### src/rtl/carry_alu_pkg.sv
package carry_alu_pkg;

    localparam int unsigned DATA_W = 32;
    localparam int unsigned OP_W   = 4;

    typedef enum logic [OP_W-1:0] {
        OP_ADD  = 4'd0,
        OP_ADDC = 4'd1,
        OP_SUB  = 4'd2,
        OP_SUBB = 4'd3,
        OP_XOR  = 4'd4,
        OP_OR   = 4'd5,
        OP_AND  = 4'd6,
        OP_ANDN = 4'd7,
        OP_NOR  = 4'd8
    } alu_op_e;

    typedef struct packed {
        logic invert_b;
        logic use_carry;
        logic fixed_cin;
    } arith_ctl_t;

    function automatic logic op_is_arith(input logic [OP_W-1:0] code);
        return code <= OP_SUBB;
    endfunction

    function automatic logic op_is_logic(input logic [OP_W-1:0] code);
        return (code >= OP_XOR) && (code <= OP_NOR);
    endfunction

    function automatic arith_ctl_t arith_ctl(input logic [OP_W-1:0] code);
        arith_ctl_t c;
        c.invert_b  = (code == OP_SUB) || (code == OP_SUBB);
        c.use_carry = (code == OP_ADDC) || (code == OP_SUBB);
        c.fixed_cin = (code == OP_SUB);
        return c;
    endfunction

endpackage

### src/rtl/alu_adder.sv
module alu_adder #(
    parameter int unsigned W = 32
) (
    input  logic [W-1:0] a,
    input  logic [W-1:0] b,
    input  logic         invert_b,
    input  logic         cin,
    output logic [W-1:0] sum,
    output logic         cout
);
    localparam int unsigned EXT_W = W + 1;

    logic [EXT_W-1:0] b_ext;
    logic [EXT_W-1:0] total;

    always_comb begin
        b_ext = {1'b0, (invert_b ? ~b : b)};
        total = {1'b0, a} + b_ext + {{(EXT_W-1){1'b0}}, cin};
    end

    assign sum  = total[W-1:0];
    assign cout = total[EXT_W-1];
endmodule

### src/rtl/alu_logic.sv
module alu_logic
    import carry_alu_pkg::*;
#(
    parameter int unsigned W = 32
) (
    input  logic [OP_W-1:0] op,
    input  logic [W-1:0]    a,
    input  logic [W-1:0]    b,
    output logic [W-1:0]    y
);
    always_comb begin
        case (op)
            OP_XOR:  y = a ^ b;
            OP_OR:   y = a | b;
            OP_AND:  y = a & b;
            OP_ANDN: y = a & ~b;
            OP_NOR:  y = ~(a | b);
            default: y = '0;
        endcase
    end
endmodule

### src/rtl/alu_carry_reg.sv
module alu_carry_reg (
    input  logic clk,
    input  logic rst,
    input  logic clr,
    input  logic load,
    input  logic d,
    output logic q
);
    always_ff @(posedge clk) begin
        if (rst || clr) begin
            q <= 1'b0;
        end else if (load) begin
            q <= d;
        end
    end

    // clear wins over any load on the same edge
    assert_clear_wins_R9: assert property (@(posedge clk) disable iff (rst)
        clr |=> !q);

    // no load, no clear -> flag holds
    assert_hold_when_idle_R8: assert property (@(posedge clk) disable iff (rst)
        (!clr && !load) |=> $stable(q));
endmodule

### src/rtl/carry_alu32.sv
module carry_alu32
    import carry_alu_pkg::*;
(
    input  logic              clk,
    input  logic              rst,
    input  logic              clear_carry,
    input  logic              carry_en,
    input  logic [OP_W-1:0]   op,
    input  logic [DATA_W-1:0] opnd_a,
    input  logic [DATA_W-1:0] opnd_b,
    output logic [DATA_W-1:0] result,
    output logic              carry
);
    arith_ctl_t        ctl;
    logic              cin;
    logic [DATA_W-1:0] arith_out;
    logic              arith_cout;
    logic [DATA_W-1:0] logic_out;
    logic              is_arith;
    logic              is_logic;
    logic              flag_load;

    always_comb begin
        ctl      = arith_ctl(op);
        is_arith = op_is_arith(op);
        is_logic = op_is_logic(op);
        cin      = ctl.use_carry ? carry : ctl.fixed_cin;
    end

    alu_adder #(.W(DATA_W)) u_adder (
        .a        (opnd_a),
        .b        (opnd_b),
        .invert_b (ctl.invert_b),
        .cin      (cin),
        .sum      (arith_out),
        .cout     (arith_cout)
    );

    alu_logic #(.W(DATA_W)) u_logic (
        .op (op),
        .a  (opnd_a),
        .b  (opnd_b),
        .y  (logic_out)
    );

    assign flag_load = carry_en && is_arith;

    alu_carry_reg u_flag (
        .clk  (clk),
        .rst  (rst),
        .clr  (clear_carry),
        .load (flag_load),
        .d    (arith_cout),
        .q    (carry)
    );

    always_comb begin
        if (is_arith)      result = arith_out;
        else if (is_logic) result = logic_out;
        else               result = '0;
    end

    // Independent reference terms for the checks below
    logic [DATA_W:0] chk_plain_sum;
    assign chk_plain_sum = {1'b0, opnd_a} + {1'b0, opnd_b};

    // add overflow loads into the flag
    assert_add_carry_R1: assert property (@(posedge clk) disable iff (rst)
        (carry_en && !clear_carry && op == OP_ADD) |=> carry == $past(chk_plain_sum[DATA_W]));

    // subtract flag means a >= b
    assert_sub_noborrow_R3: assert property (@(posedge clk) disable iff (rst)
        (carry_en && !clear_carry && op == OP_SUB) |=> carry == $past(opnd_a >= opnd_b));

    // bitwise codes never move the flag
    assert_logic_keeps_carry_R6: assert property (@(posedge clk) disable iff (rst)
        (!clear_carry && op >= OP_XOR) |=> $stable(carry));

    // unsupported codes yield zero
    assert_unsupported_zero_R7: assert property (@(posedge clk) disable iff (rst)
        (op > OP_NOR) |-> result == '0);
endmodule

### config.mk
export PLATFORM = sky130hd
export DESIGN_NAME = carry_alu32
export DESIGN_NICKNAME = d
export VERILOG_FILES = /design/src/rtl/carry_alu_pkg.sv /design/src/rtl/alu_adder.sv /design/src/rtl/alu_logic.sv /design/src/rtl/alu_carry_reg.sv /design/src/rtl/carry_alu32.sv
export SDC_FILE = /design/constraint.sdc
export NUM_CORES = 1
export LEC_CHECK = 0
export ABC_CLOCK_PERIOD_IN_PS = 6870
export BUFFER_PORTS_ARGS = -buffer_cell sky130_fd_sc_hd__buf_2
export CAP_MARGIN = 30
export CORE_UTILIZATION = 60
export DETAILED_ROUTE_END_ITERATION = 7
export HOLD_SLACK_MARGIN = 0.03
export PLACE_DENSITY = 0.89
export SKIP_LAST_GASP = 1
export SLEW_MARGIN = 20
export SYNTH_ARGS = -nofsm -noshare
export SYNTH_HDL_FRONTEND = slang
export SYNTH_SLANG_ARGS = --single-unit
### constraint.sdc
create_clock -name clk -period 6.87 [get_ports clk]
set_input_delay 0 -clock clk [delete_from_list [all_inputs] [get_ports clk]]
set_output_delay 0 -clock clk [all_outputs]
set_load 0.01 [all_outputs]
== Word level (Yosys, flattened, before mapping) ==
Index checks and enable logic that the tools add are counted.

* $add $sub $neg: 2
* Multipliers: 0
* Divide/modulo/power cells: 0
* Order comparisons: 3
* Equal/unequal tests: 8
* Shift operators: 0
* Mux-type cells: 5
* Bitwise gates (word level): 6
* Reductions and logical operators: 5

{| class="wikitable"
|+ Operators with widths
! kind !! count
|-
| $pmux W32 S5 || 1
|-
| $mux W32 || 3
|-
| $and A32 B32 Y32 || 2
|-
| $not A32 Y32 || 2
|-
| $add A32 B32 Y33 || 1
|-
| $add A33 B1 Y33 || 1
|-
| $or A32 B32 Y32 || 1
|-
| $xor A32 B32 Y32 || 1
|-
| $eq A4 B3 Y1 const B || 4
|-
| $eq A4 B2 Y1 const B || 2
|-
| $eq A4 B1 Y1 const B || 1
|-
| $eq A4 B4 Y1 const B || 1
|-
| $ge A4 B3 Y1 const B || 1
|-
| $le A4 B2 Y1 const B || 1
|-
| $le A4 B4 Y1 const B || 1
|-
| $logic_or A1 B1 Y1 || 3
|-
| $logic_and A1 B1 Y1 || 2
|-
| $mux W1 || 1
|}

* Bits in registers: 1
* Bits in latches: 0
* Memory bits (writable): 0
* Memory bits (read-only): 0
* Logic and storage cells: 30
* Memories: 0

== Longest topological paths before layout ==
Gate-level depths: netlist of the first run.

* Word-level depth: 6
* Depth in mapped cells: 15

== By module ==
Synthesis of the first run repeated with hierarchy kept, for this count alone.

* Cells, all modules: 711
* Area, all modules: 5320.1 um^2

{| class="wikitable"
|+ By module, submodules not included
! module !! times used !! cells each !! area an instance (um^2)
|-
| alu_logic || 1 || 314 || 2280.9
|-
| alu_adder || 1 || 276 || 2039.5
|-
| carry_alu32 || 1 || 118 || 959.7
|-
| alu_carry_reg || 1 || 3 || 40.0
|}

== Worst setup path before layout of the first run ==
Ideal clock, no wire load.

* Path kind: input to output
* Start: in op[0]
* End: out result[26]
* Arrival: 3264 ps
* Required time: 6870 ps
* Path slack: 3606 ps
* Stages: 15
* Buffers on the path: 2
* Cells stage by stage: clkbuf_1 clkbuf_1 mux2i_1 nor2_1 fa_1 inv_1 fa_1 nand2b_1 a211oi_1 o311ai_1 nand2_1 a221o_2 a31o_1 xnor2_1 o21ai_0

* Cells in the longest elaborated chain, start to end: 6
* Elaborated cells between the ends (all ways): 21
* Classes of those cells: add/sub: 2; order compare: 3; eq/ne: 8; mux: 5; reduce/logical: 3

{| class="wikitable"
|+ Ends and longest elaborated chain
! element !! line !! text
|-
| start, declared || carry_alu32.sv:8 || <nowiki>input logic [OP_W-1:0] op,</nowiki>
|-
| $eq A4 B2 Y1, on equally long branches || carry_alu_pkg.sv:34, carry_alu_pkg.sv:36, carry_alu_pkg.sv:35 ||
|-
| $logic_or A1 B1 Y1 || carry_alu_pkg.sv:34 || <nowiki>c.invert_b = (code == OP_SUB) || (code == OP_SUBB);</nowiki>
|-
| $mux W32 || alu_adder.sv:17 || <nowiki>b_ext = {1'b0, (invert_b ? ~b : b)};</nowiki>
|-
| $add A32 B32 Y33 || alu_adder.sv:18 || <nowiki>total = {1'b0, a} + b_ext + {{(EXT_W-1){1'b0}}, cin};</nowiki>
|-
| $add A33 B1 Y33 || alu_adder.sv:18 ||
|-
| $mux W32 * || carry_alu32.sv:58 || <nowiki>if (is_arith) result = arith_out;</nowiki>
|-
| end, declared || carry_alu32.sv:11 || <nowiki>output logic [DATA_W-1:0] result,</nowiki>
|}

Every way passes the cells marked *; elsewhere a longest branch is shown, timed or not.

== Final worst setup path of the first run ==
* Start: in op[2]
* End: out result[28]

Same word-level chain as after synthesis.

==> results of run 1 <==
==> logic make-up after synthesis <==
family          after synthesis  synth area share
xor+xnor                     88            0.1909
flops                         1          0.004958
simple gates                144            0.1670
fa+ha+maj                    65            0.2051
compound gates              187            0.3238
buf+inv                     107            0.1007
mux                           3          0.007438
==> where the power goes <==
part           switching (uW)  internal [uW]
Clock                       0              0
Sequential              0.136           6.07
Combinational             255            187
==> area by class of cell <==
class	instances	area (um2)
multi-input combinational	487	3623
sequential	1	20.02
tap	77	96.34
fill	547	1814
inverter	72	270.3
timing repair buffer	110	598.1
==> worst max-delay path: cells and delay by family <==
kind / cells / cell delay, ns
AND/OR/NAND/NOR: 4 / 1.52
XOR/XNOR: 1 / 0.16
buffers and inverters: 4 / 0.60
adder cells (fa/ha/maj): 2 / 0.64
AO/OA/AOI/OAI: 6 / 1.48
==> worst min-delay path by stage <==
stage                            to  slack (ns)  cells after the start
after detailed placement   u_flag.q        0.24                      3
after global placement     u_flag.q        0.25                      3
after global routing       u_flag.q        0.26                      3
after CTS                  u_flag.q        0.24                      3
after floorplan           result[0]        0.13                      2
final                      u_flag.q        0.24                      3
==> per-stage QoR <==
step,utilization,hold slack [ns],setup slack (ns)
2_1_floorplan,-,0.1266,3.606
3_3_place_gp,0.7101,0.2456,2.479
3_5_place_dp,0.7101,0.2436,2.387
4_1_cts,0.7101,0.2437,2.391
5_1_grt,0.7175,0.2560,2.078
6_report,0.7175,0.2433,2.457
==> Yosys cell counts (all sizes together), types with 2 or more instances <==
cell type,count
nor3b,2
nand3b,2
xor2,43
a211oi,6
a21oi,36
o311ai,2
a31o,2
a21boi,2
a32oi,3
nand4,7
a221o,19
a31oi,20
and2,3
and3,2
nand3,18
o21bai,3
xnor2,45
o21ai,39
nor4,4
nand4b,2
nand2,36
clkbuf,27
o211ai,16
nor2b,3
inv,72
nand2b,4
nor4b,2
fa,2
a221oi,9
mux2i,3
nor2,49
ha,63
nor3,6
buf,8
or3,2
a21o,15
o21a,4
==> routing by layer <==
layer	global-route usage	vias to the layer above
li1	-	2294
met1	0.3910	2193
met2	0.6088	163
met3	0.004946	18
met4	0.05956	0
met5	0	-
==> results.ini, run 1 <==
[setup_path]
critPathLaunchType = primary input
crit_start = op[2]
crit_required_ns = 6.87
critPathKind = primary input to output pin
r2r_slack_ns = 3.74
r2r-start = u_flag.q
r2r-end = u_flag.q
r2r_cells = 13
crit_end = result[28]
cp_max_fo = 17
endpoint_kind = output pin
cp.arrival_ns = 4.41
cp_cell_sequence = buf_2, nor2_1, and2_2, buf_16, xnor2_1, fa_1, inv_1, fa_1, nand2b_1, a21o_1, a21oi_1, o21ai_0, o41ai_2, a31o_2, nand3_1, o311ai_0, buf_2
slowest_stage = and2_2
cp_slowest_stage_delay_ns = 0.64

[pwr]
p_leak_uw = 0.002345
max-vdd-ir-drop_v = 0.00005022
p_total_uw = 448.9
p_per_area_nw_per_um2 = 97.42

[global_routing]
grt.overflow.total = 0
grt_pass1_wl_mm = 19.27
antenna_found_initial = 0
grt_usage = 0.3159
grt_max_degree = 37
grt_pass1_vias = 4416

[floorplan]
initial_core_util = 0.6287
fp.coreArea_um2 = 6422
dieArea_um2 = 7061
num_io_pins = 105
die_y_um = 84.03
row_count = 29
die_width_um = 84.03

[placed_design]
placedCellCount = 745
gp_congestion = 0.8654
dp_hpwl_mm = 8.745
place_area_um2 = 4561
io_buffers = 104

[detailed_routing]
wl_met3_um = 483
wl_met1_mm = 4.916
num_vias = 4668
drtIter0Drc = 277
top_layer = met4
drc = 14
dr_wl_met2_mm = 5.911
routed_wl_mm = 11.46
antenna_left = 0
avgViaCountPerCell = 6.249
wl_per_cell_um = 15.34
first_pass_iters = 8

[synthesis]
synthFlopType = dfxtp_1
syn-cell-area_um2 = 4038
synth.area.top_cells = ha_1 20%, xnor2_1 9.8%, xor2_1 9.3%
seq_area_frac_synth = 0.004958
yosys.area.top_type_share = 0.1952
async_flop_share = 0
avgSynthCellArea_um2 = 6.786
ys_types = 60
synth_nets = 732
synth_edf_count = 0
synth_warnings = 0
syn-instance-count = 595
synth_area_leader_cell = ha_1
ys_ff_latch = 1

[status]
status = finished, violations left
violations = DRC

[clocking]
clk_latency_ns = 0
holdBufCountCts = 0
cts_resized = 0
clk_pin_slew_ns = 0
post_cts.repair.setup_buffers = 0

[sta]
slew_headroom = 0.4776
finalCritPeriodShare = 0.6424
post-route-min-period_ns = 4.413
tightestPinTransition_ns = 0.7807
setup_viol = 0
max_freq_mhz = 226.6
finalHoldViolations = 0
skew_ns = 0
setup_tns_ns = 0
drv_slew = 0
rsz0062_at_grt = no

[cells_and_area]
drive_gt1_frac = 0.1821
layout_common_cells = 104 x buf_2, 72 x inv_1, 63 x ha_1, 49 x nor2_1, 45 x xnor2_1
layout.nets = 809
largest_register_ffs = 1
reg_top3 = u_flag.q x1
top_register = u_flag.q
diodes = 0
stdcell_count = 747
final_common_cell = buf_2
design_area_um2 = 4608
area_delta_synth_final_pct = 14.13

[worst_hold_path]
hp-class = primary input to flop
hp-start = clear_carry

[flow_run]
drv_cap = 0

Note: power is estimated with default switching activity, not from simulation.
==> run 2, diff against run 1 <==
- ABC_AREA: unset -> 1
- ABC_CLOCK_PERIOD_IN_PS: 6870 -> 4600
- CORE_UTILIZATION: 60 -> 58
- PLACE_DENSITY: 0.89 -> 0.85
- clock period: 6.87 -> 4.6 ns (I/O delays scaled with it)
==> results.ini, run 2 <==
[status]
status = completed  ; was finished, violations left

[sta]
post-route-min-period_ns = 3.157
drv_slew = 0  ; unchanged
fin_ws_ns = 1.443  ; was 2.457 ns
setup_viol = 0  ; unchanged
tightestPinTransition_ns = 0.7305  ; was 0.7807 ns
slew_headroom = 0.5130  ; was 0.4776
rsz0062_at_grt = no  ; unchanged
skew_ns = 0  ; unchanged
max_freq_mhz = 316.8
finalHoldViolations = 0  ; unchanged
setup_tns_ns = 0  ; unchanged
finalCritPeriodShare = 0.6863

[setup_path]
r2r_cells = 16  ; was 13
r2r-end = u_flag.q  ; unchanged
endpoint_kind = output pin  ; unchanged
cp.arrival_ns = 3.16  ; was 4.41 ns
r2r-start = u_flag.q  ; unchanged
cp_max_fo = 17  ; unchanged
critPathKind = primary input to output pin  ; unchanged
crit_required_ns = 4.60  ; was 6.87 ns
critPathLaunchType = primary input  ; unchanged
r2r_slack_ns = 2.05  ; was 3.74 ns

[floorplan]
die_y_um = 92.26  ; was 84.03 um
fp.coreArea_um2 = 7807  ; was 6422 um2
die_width_um = 92.26  ; was 84.03 um
initial_core_util = 0.6051  ; was 0.6287
dieArea_um2 = 8511  ; was 7061 um2
row_count = 32  ; was 29
num_io_pins = 105  ; unchanged

[pwr]
p_leak_uw = 0.003256  ; was 0.002345 uW
p_per_area_nw_per_um2 = 133.1  ; was 97.42 nW/um2
max-vdd-ir-drop_v = 0.00008987  ; was 0.00005022 V

[detailed_routing]
drtIter0Drc = 465  ; was 277
first_pass_iters = 5  ; was 8
drc = 0  ; was 14
top_layer = met4  ; unchanged
wl_met1_mm = 7.002  ; was 4.916 mm
wl_per_cell_um = 13.24  ; was 15.34 um
num_vias = 5917  ; was 4668
dr_wl_met2_mm = 6.091  ; was 5.911 mm
antenna_left = 0  ; unchanged
avgViaCountPerCell = 5.484  ; was 6.249
routed_wl_mm = 14.28  ; was 11.46 mm
wl_met3_mm = 1.051  ; was 483 um

[global_routing]
grt_usage = 0.3302  ; was 0.3159
antenna_found_initial = 0  ; unchanged
grt_pass1_vias = 5115  ; was 4416
grt_pass1_wl_mm = 23.32  ; was 19.27 mm
grt.overflow.total = 0  ; unchanged
grt_max_degree = 42  ; was 37

[cells_and_area]
area_delta_synth_final_pct = 11.97  ; was 14.13%
drive_gt1_frac = 0.1484  ; was 0.1821
largest_register_ffs = 1  ; unchanged
top_register = u_flag.q  ; unchanged
layout_common_cells = 265 x nand2_1, 181 x inv_1, 104 x buf_2, 63 x ha_1, 59 x a21oi_1  ; was 104 x buf_2, 72 x inv_1, 63 x ha_1, 49 x nor2_1, 45 x xnor2_1
n_fill_cell = 814  ; was 547
final_common_cell = nand2_1  ; was buf_2
layout.nets = 1116  ; was 809
reg_top3 = u_flag.q x1  ; unchanged
diodes = 0  ; unchanged

[synthesis]
synth_nets = 1030  ; was 732
ys_ff_latch = 1  ; unchanged
synth_commonest_cells = 266 x nand2_1, 181 x inv_1, 63 x ha_1  ; was 72 x inv_1, 63 x ha_1, 49 x nor2_1
synthFlopType = dfxtp_1  ; unchanged
syn-instance-count = 893  ; was 595
synth.most_common_cell = nand2_1  ; was inv_1
seq_area_frac_synth = 0.004237  ; was 0.004958
async_flop_share = 0  ; unchanged
syn-cell-area_um2 = 4725  ; was 4038 um2
yosys.area.top_type_share = 0.2113  ; was 0.1952
synth.area.top_cells = nand2_1 21%, ha_1 17%, inv_1 14%  ; was ha_1 20%, xnor2_1 9.8%, xor2_1 9.3%
avgSynthCellArea_um2 = 5.291  ; was 6.786 um2
synth_edf_count = 0  ; unchanged
ys_types = 34  ; was 60
synth_warnings = 0  ; unchanged
synth_area_leader_cell = nand2_1  ; was ha_1

[placed_design]
dp_hpwl_mm = 11.60  ; was 8.745 mm
gp_congestion = 1.003  ; was 0.8654
pre_cts_slack_ns = 1.515  ; was 2.387 ns
io_buffers = 104  ; unchanged

[clocking]
holdBufCountCts = 0  ; unchanged
cts_resized = 0  ; unchanged
post_cts.repair.setup_buffers = 0  ; unchanged
clk_latency_ns = 0  ; about the same
clk_pin_slew_ns = 0  ; about the same

[worst_hold_path]
hp-class = primary input to flop  ; unchanged
worst_hold_path.endpoint = u_flag.q  ; unchanged
hp-start = rst  ; was clear_carry
min_path_cells = 4  ; was 3

[flow_run]
drv_cap = 0  ; unchanged

-- run 2: cell count changes in the layout (fill, tap and decap cells not counted), sizes merged, moves of 20 or more --
cell | previous run | this run
a221oi | 9 | 30
nand2 | 36 | 278
a31oi | 20 | 0
xnor2 | 45 | 2
nand3 | 18 | 54
inv | 72 | 190
a21oi | 36 | 59
-- run 2: logic make-up (layout without fill, tap and decap cells) --
logic type,Yosys count,after routing,synth area share
adder cells (fa/ha/maj),65,65,0.1753
AO/OA/AOI/OAI,165,165,0.2135
buffers and inverters,213,297,0.1737
AND/OR/NAND/NOR,415,415,0.3702
XOR/XNOR,34,34,0.06303
flip-flops,1,1,0.004237
-- run 2: where the power goes --
part | internal, uW | switching [uW] | total, uW
logic | 251 | 444 | 695
clock network | 0 | 0 | 0
registers | 9.06 | 0.0956 | 9.16
-- run 2: worst max-delay path by stage --
stage          start         end  slack, ns  cells past startpoint
5_1_grt        op[2]  result[20]       1.23                     18
3_3_place_gp   op[2]  result[16]       1.58                     18
2_1_floorplan  op[2]    u_flag.q       2.48                     18
6_report       op[2]  result[16]       1.44                     18
3_5_place_dp   op[2]  result[16]       1.51                     18
4_1_cts        op[2]  result[16]       1.50                     18
-- run 2: cell type report --
class / count / area (um2) / area share
flip-flops and latches: 1 / 20.02 / 0.003784
multi-input cells: 679 / 3886 / 0.7346
repair buffers: 107 / 543.0 / 0.1026
well taps: 102 / 127.6 / 0.02412
inverters: 190 / 713.2 / 0.1348
-- run 2: worst max-delay path, cell delays in order --
cell and delay (ns):
buf_2 0.11, nor2_2 0.38, nand2_2 0.44, xor2_1 0.28, fa_1 0.51, inv_1 0.10
fa_1 0.16, inv_1 0.09, nand3_1 0.09, nand3_1 0.13, nand2_1 0.09, nand2_1 0.09
nand2_1 0.07, nand2_1 0.12, or2_1 0.23, nand3_1 0.07, nand2_1 0.05, buf_2 0.14
-- run 2: routing by layer --
metal | up-vias | track usage
li1 | 3043 | -
met1 | 2608 | 0.4904
met4 | 0 | 0.03125
met5 | - | 0
met2 | 250 | 0.5442
met3 | 16 | 0.009121
-- run 2: metrics by stage --
step | hold slack (ns) | total power [uW] | util | cells | instance area, um2
after floorplan | 0.1485 | 494.7 | - | 893 | 4725
after global placement | 0.2492 | 678.7 | 0.6776 | 1079 | 5290
after detailed placement | 0.2559 | 687.3 | 0.6776 | 1079 | 5290
after CTS | 0.2573 | 691.1 | 0.6776 | 1079 | 5290
after global routing | 0.2971 | 790.3 | 0.6776 | 1079 | 5290
final | 0.2531 | 704.0 | 0.6776 | 1079 | 5290
==> run 3, diff against run 2 <==
- ABC_AREA: 1 -> 0
- ABC_CLOCK_PERIOD_IN_PS: 4600 -> 3250
- CORE_UTILIZATION: 58 -> 56
- PLACE_DENSITY: 0.85 -> 0.84
- clock period: 4.6 -> 3.25 ns (I/O delays scaled with it)
==> results.ini, run 3 (synthesized netlist as in run 1, its figures left out) <==
[sta]
setup_viol = 0  ; unchanged
max_freq_mhz = 328.5
tightestPinTransition_ns = 0.7548  ; was 0.7305 ns
setup_tns_ns = 0  ; unchanged
drv_slew = 0  ; unchanged
post-route-min-period_ns = 3.044
finalHoldViolations = 0  ; unchanged
rsz0062_at_grt = no  ; unchanged
slew_headroom = 0.4953  ; was 0.5130
skew_ns = 0  ; unchanged
finalCritPeriodShare = 0.9367

[clocking]
clk_pin_slew_ns = 0  ; about the same
post_cts.repair.setup_buffers = 0  ; unchanged
holdBufCountCts = 0  ; unchanged
clk_latency_ns = 0  ; about the same

[floorplan]
dieArea_um2 = 7553  ; was 8511 um2
die_width_um = 86.91  ; was 92.26 um
row_count = 30  ; was 32
die_y_um = 86.91  ; was 92.26 um
num_io_pins = 105  ; unchanged
initial_core_util = 0.5878  ; was 0.6051
fp.coreArea_um2 = 6869  ; was 7807 um2

[worst_hold_path]
min_path_cells = 3  ; was 4
worst_hold_path.endpoint = u_flag.q  ; unchanged
hp-start = clear_carry  ; was rst
hp-class = primary input to flop  ; unchanged

[cells_and_area]
n_fill_cell = 631  ; was 814
reg_top3 = u_flag.q x1  ; unchanged
final_common_cell = buf_2  ; was nand2_1
layout_common_cells = 104 x buf_2, 72 x inv_1, 63 x ha_1, 49 x nor2_1, 45 x xnor2_1  ; was 265 x nand2_1, 181 x inv_1, 104 x buf_2, 63 x ha_1, 59 x a21oi_1
area_delta_synth_final_pct = 15.53  ; was 11.97%
drive_gt1_frac = 0.1905  ; was 0.1484
largest_register_ffs = 1  ; unchanged
diodes = 0  ; unchanged
postLayoutCoreUtil = 0.6791  ; was 0.6776
layout.nets = 816  ; was 1116
top_register = u_flag.q  ; unchanged

[detailed_routing]
routed_wl_mm = 11.60  ; was 14.28 mm
num_vias = 4654  ; was 5917
first_pass_iters = 5  ; unchanged
antenna_left = 0  ; unchanged
wl_per_cell_um = 15.01  ; was 13.24 um
drtIter0Drc = 185  ; was 465
avgViaCountPerCell = 6.021  ; was 5.484
drc = 0  ; unchanged

[global_routing]
antenna_found_initial = 0  ; unchanged
grt_pass1_wl_mm = 19.35  ; was 23.32 mm
grt_usage = 0.3064  ; was 0.3302
grt_max_degree = 36  ; was 42
grt_pass1_vias = 4423  ; was 5115
grt.overflow.total = 0  ; unchanged

[setup_path]
endpoint_kind = output pin  ; unchanged
crit_required_ns = 3.25  ; was 4.60 ns
r2r_cells = 14  ; was 16
critPathKind = primary input to output pin  ; unchanged
crit_start = op[2]  ; unchanged
critPathLaunchType = primary input  ; unchanged
cp.arrival_ns = 3.04  ; was 3.16 ns
cp_max_fo = 4  ; was 17
r2r_slack_ns = 0.41  ; was 2.05 ns
r2r-end = u_flag.q  ; unchanged
r2r-start = u_flag.q  ; unchanged

[flow_run]
drv_cap = 0  ; unchanged

[placed_design]
io_buffers = 104  ; unchanged
gp_congestion = 0.9285  ; was 1.003
dp_hpwl_mm = 9.032  ; was 11.60 mm

[pwr]
p_per_area_nw_per_um2 = 206.4  ; was 133.1 nW/um2
p_leak_uw = 0.002371  ; was 0.003256 uW
max-vdd-ir-drop_v = 0.0001026  ; was 0.00008987 V

[status]
status = completed  ; unchanged

[run 3: stage by stage]
step / total power, uW / instance area [um2] / cells / hold WS (ns) / setup WS, ns
4_1_cts: 952.0 / 4664 / 773 / 0.2566 / 0.1776
6_report: 962.6 / 4664 / 773 / 0.2624 / 0.2057
3_5_place_dp: 945.8 / 4664 / 773 / 0.2529 / 0.1837
5_1_grt: 1060 / 4664 / 773 / 0.2697 / 0.02321
3_3_place_gp: 926.3 / 4664 / 773 / 0.2526 / 0.2942
2_1_floorplan: 669.4 / 4039 / 595 / 0.1266 / 0.1544
[run 3: final cells by class]
type,instances,area [um2],share of cell area
multi-input cells,487,3623,0.7768
inverters,72,270.3,0.05794
flip-flops and latches,1,20.02,0.004292
well taps,96,120.1,0.02575
repair buffers,117,630.6,0.1352
[run 3: worst max-delay path by stage]
stage | to | cells after the start
floorplan | result[26] | 15
global placement | result[28] | 17
detailed placement | result[28] | 17
CTS | result[28] | 17
global route | result[28] | 17
finish | result[30] | 16
[run 3: worst max-delay path, cell delays in order]
cell      delay (ns)
buf_2           0.12
nor2_1          0.13
and2_2          0.21
xnor2_1         0.09
fa_1            0.43
inv_1           0.09
fa_1            0.20
nand2b_1        0.14
a211oi_1        0.11
o311ai_1        0.25
nand2_1         0.13
a221o_2         0.41
a31o_1          0.28
o31a_1          0.12
o21ai_1         0.17
buf_2           0.16
[run 3: repair_timing]
item	CTS	global route
gates resized for setup	0	1
endpoints found under the setup margin	0	2
endpoints found under the hold margin	0	0
[run 3: where the power goes]
part	internal [uW]	switching [uW]
logic	404	545
registers	12.8	0.210
clock network	0	0
total	417	545
[run 3: routing by layer]
layer	wire length, um	global-route usage	vias to the layer above	share of wire
li1	-	-	2307	-
met1	4891	0.3512	2188	0.42
met2	6057	0.6178	145	0.52
met3	508	0.01517	14	0.044
met4	145	0.06061	0	0.012
met5	0	0	-	0
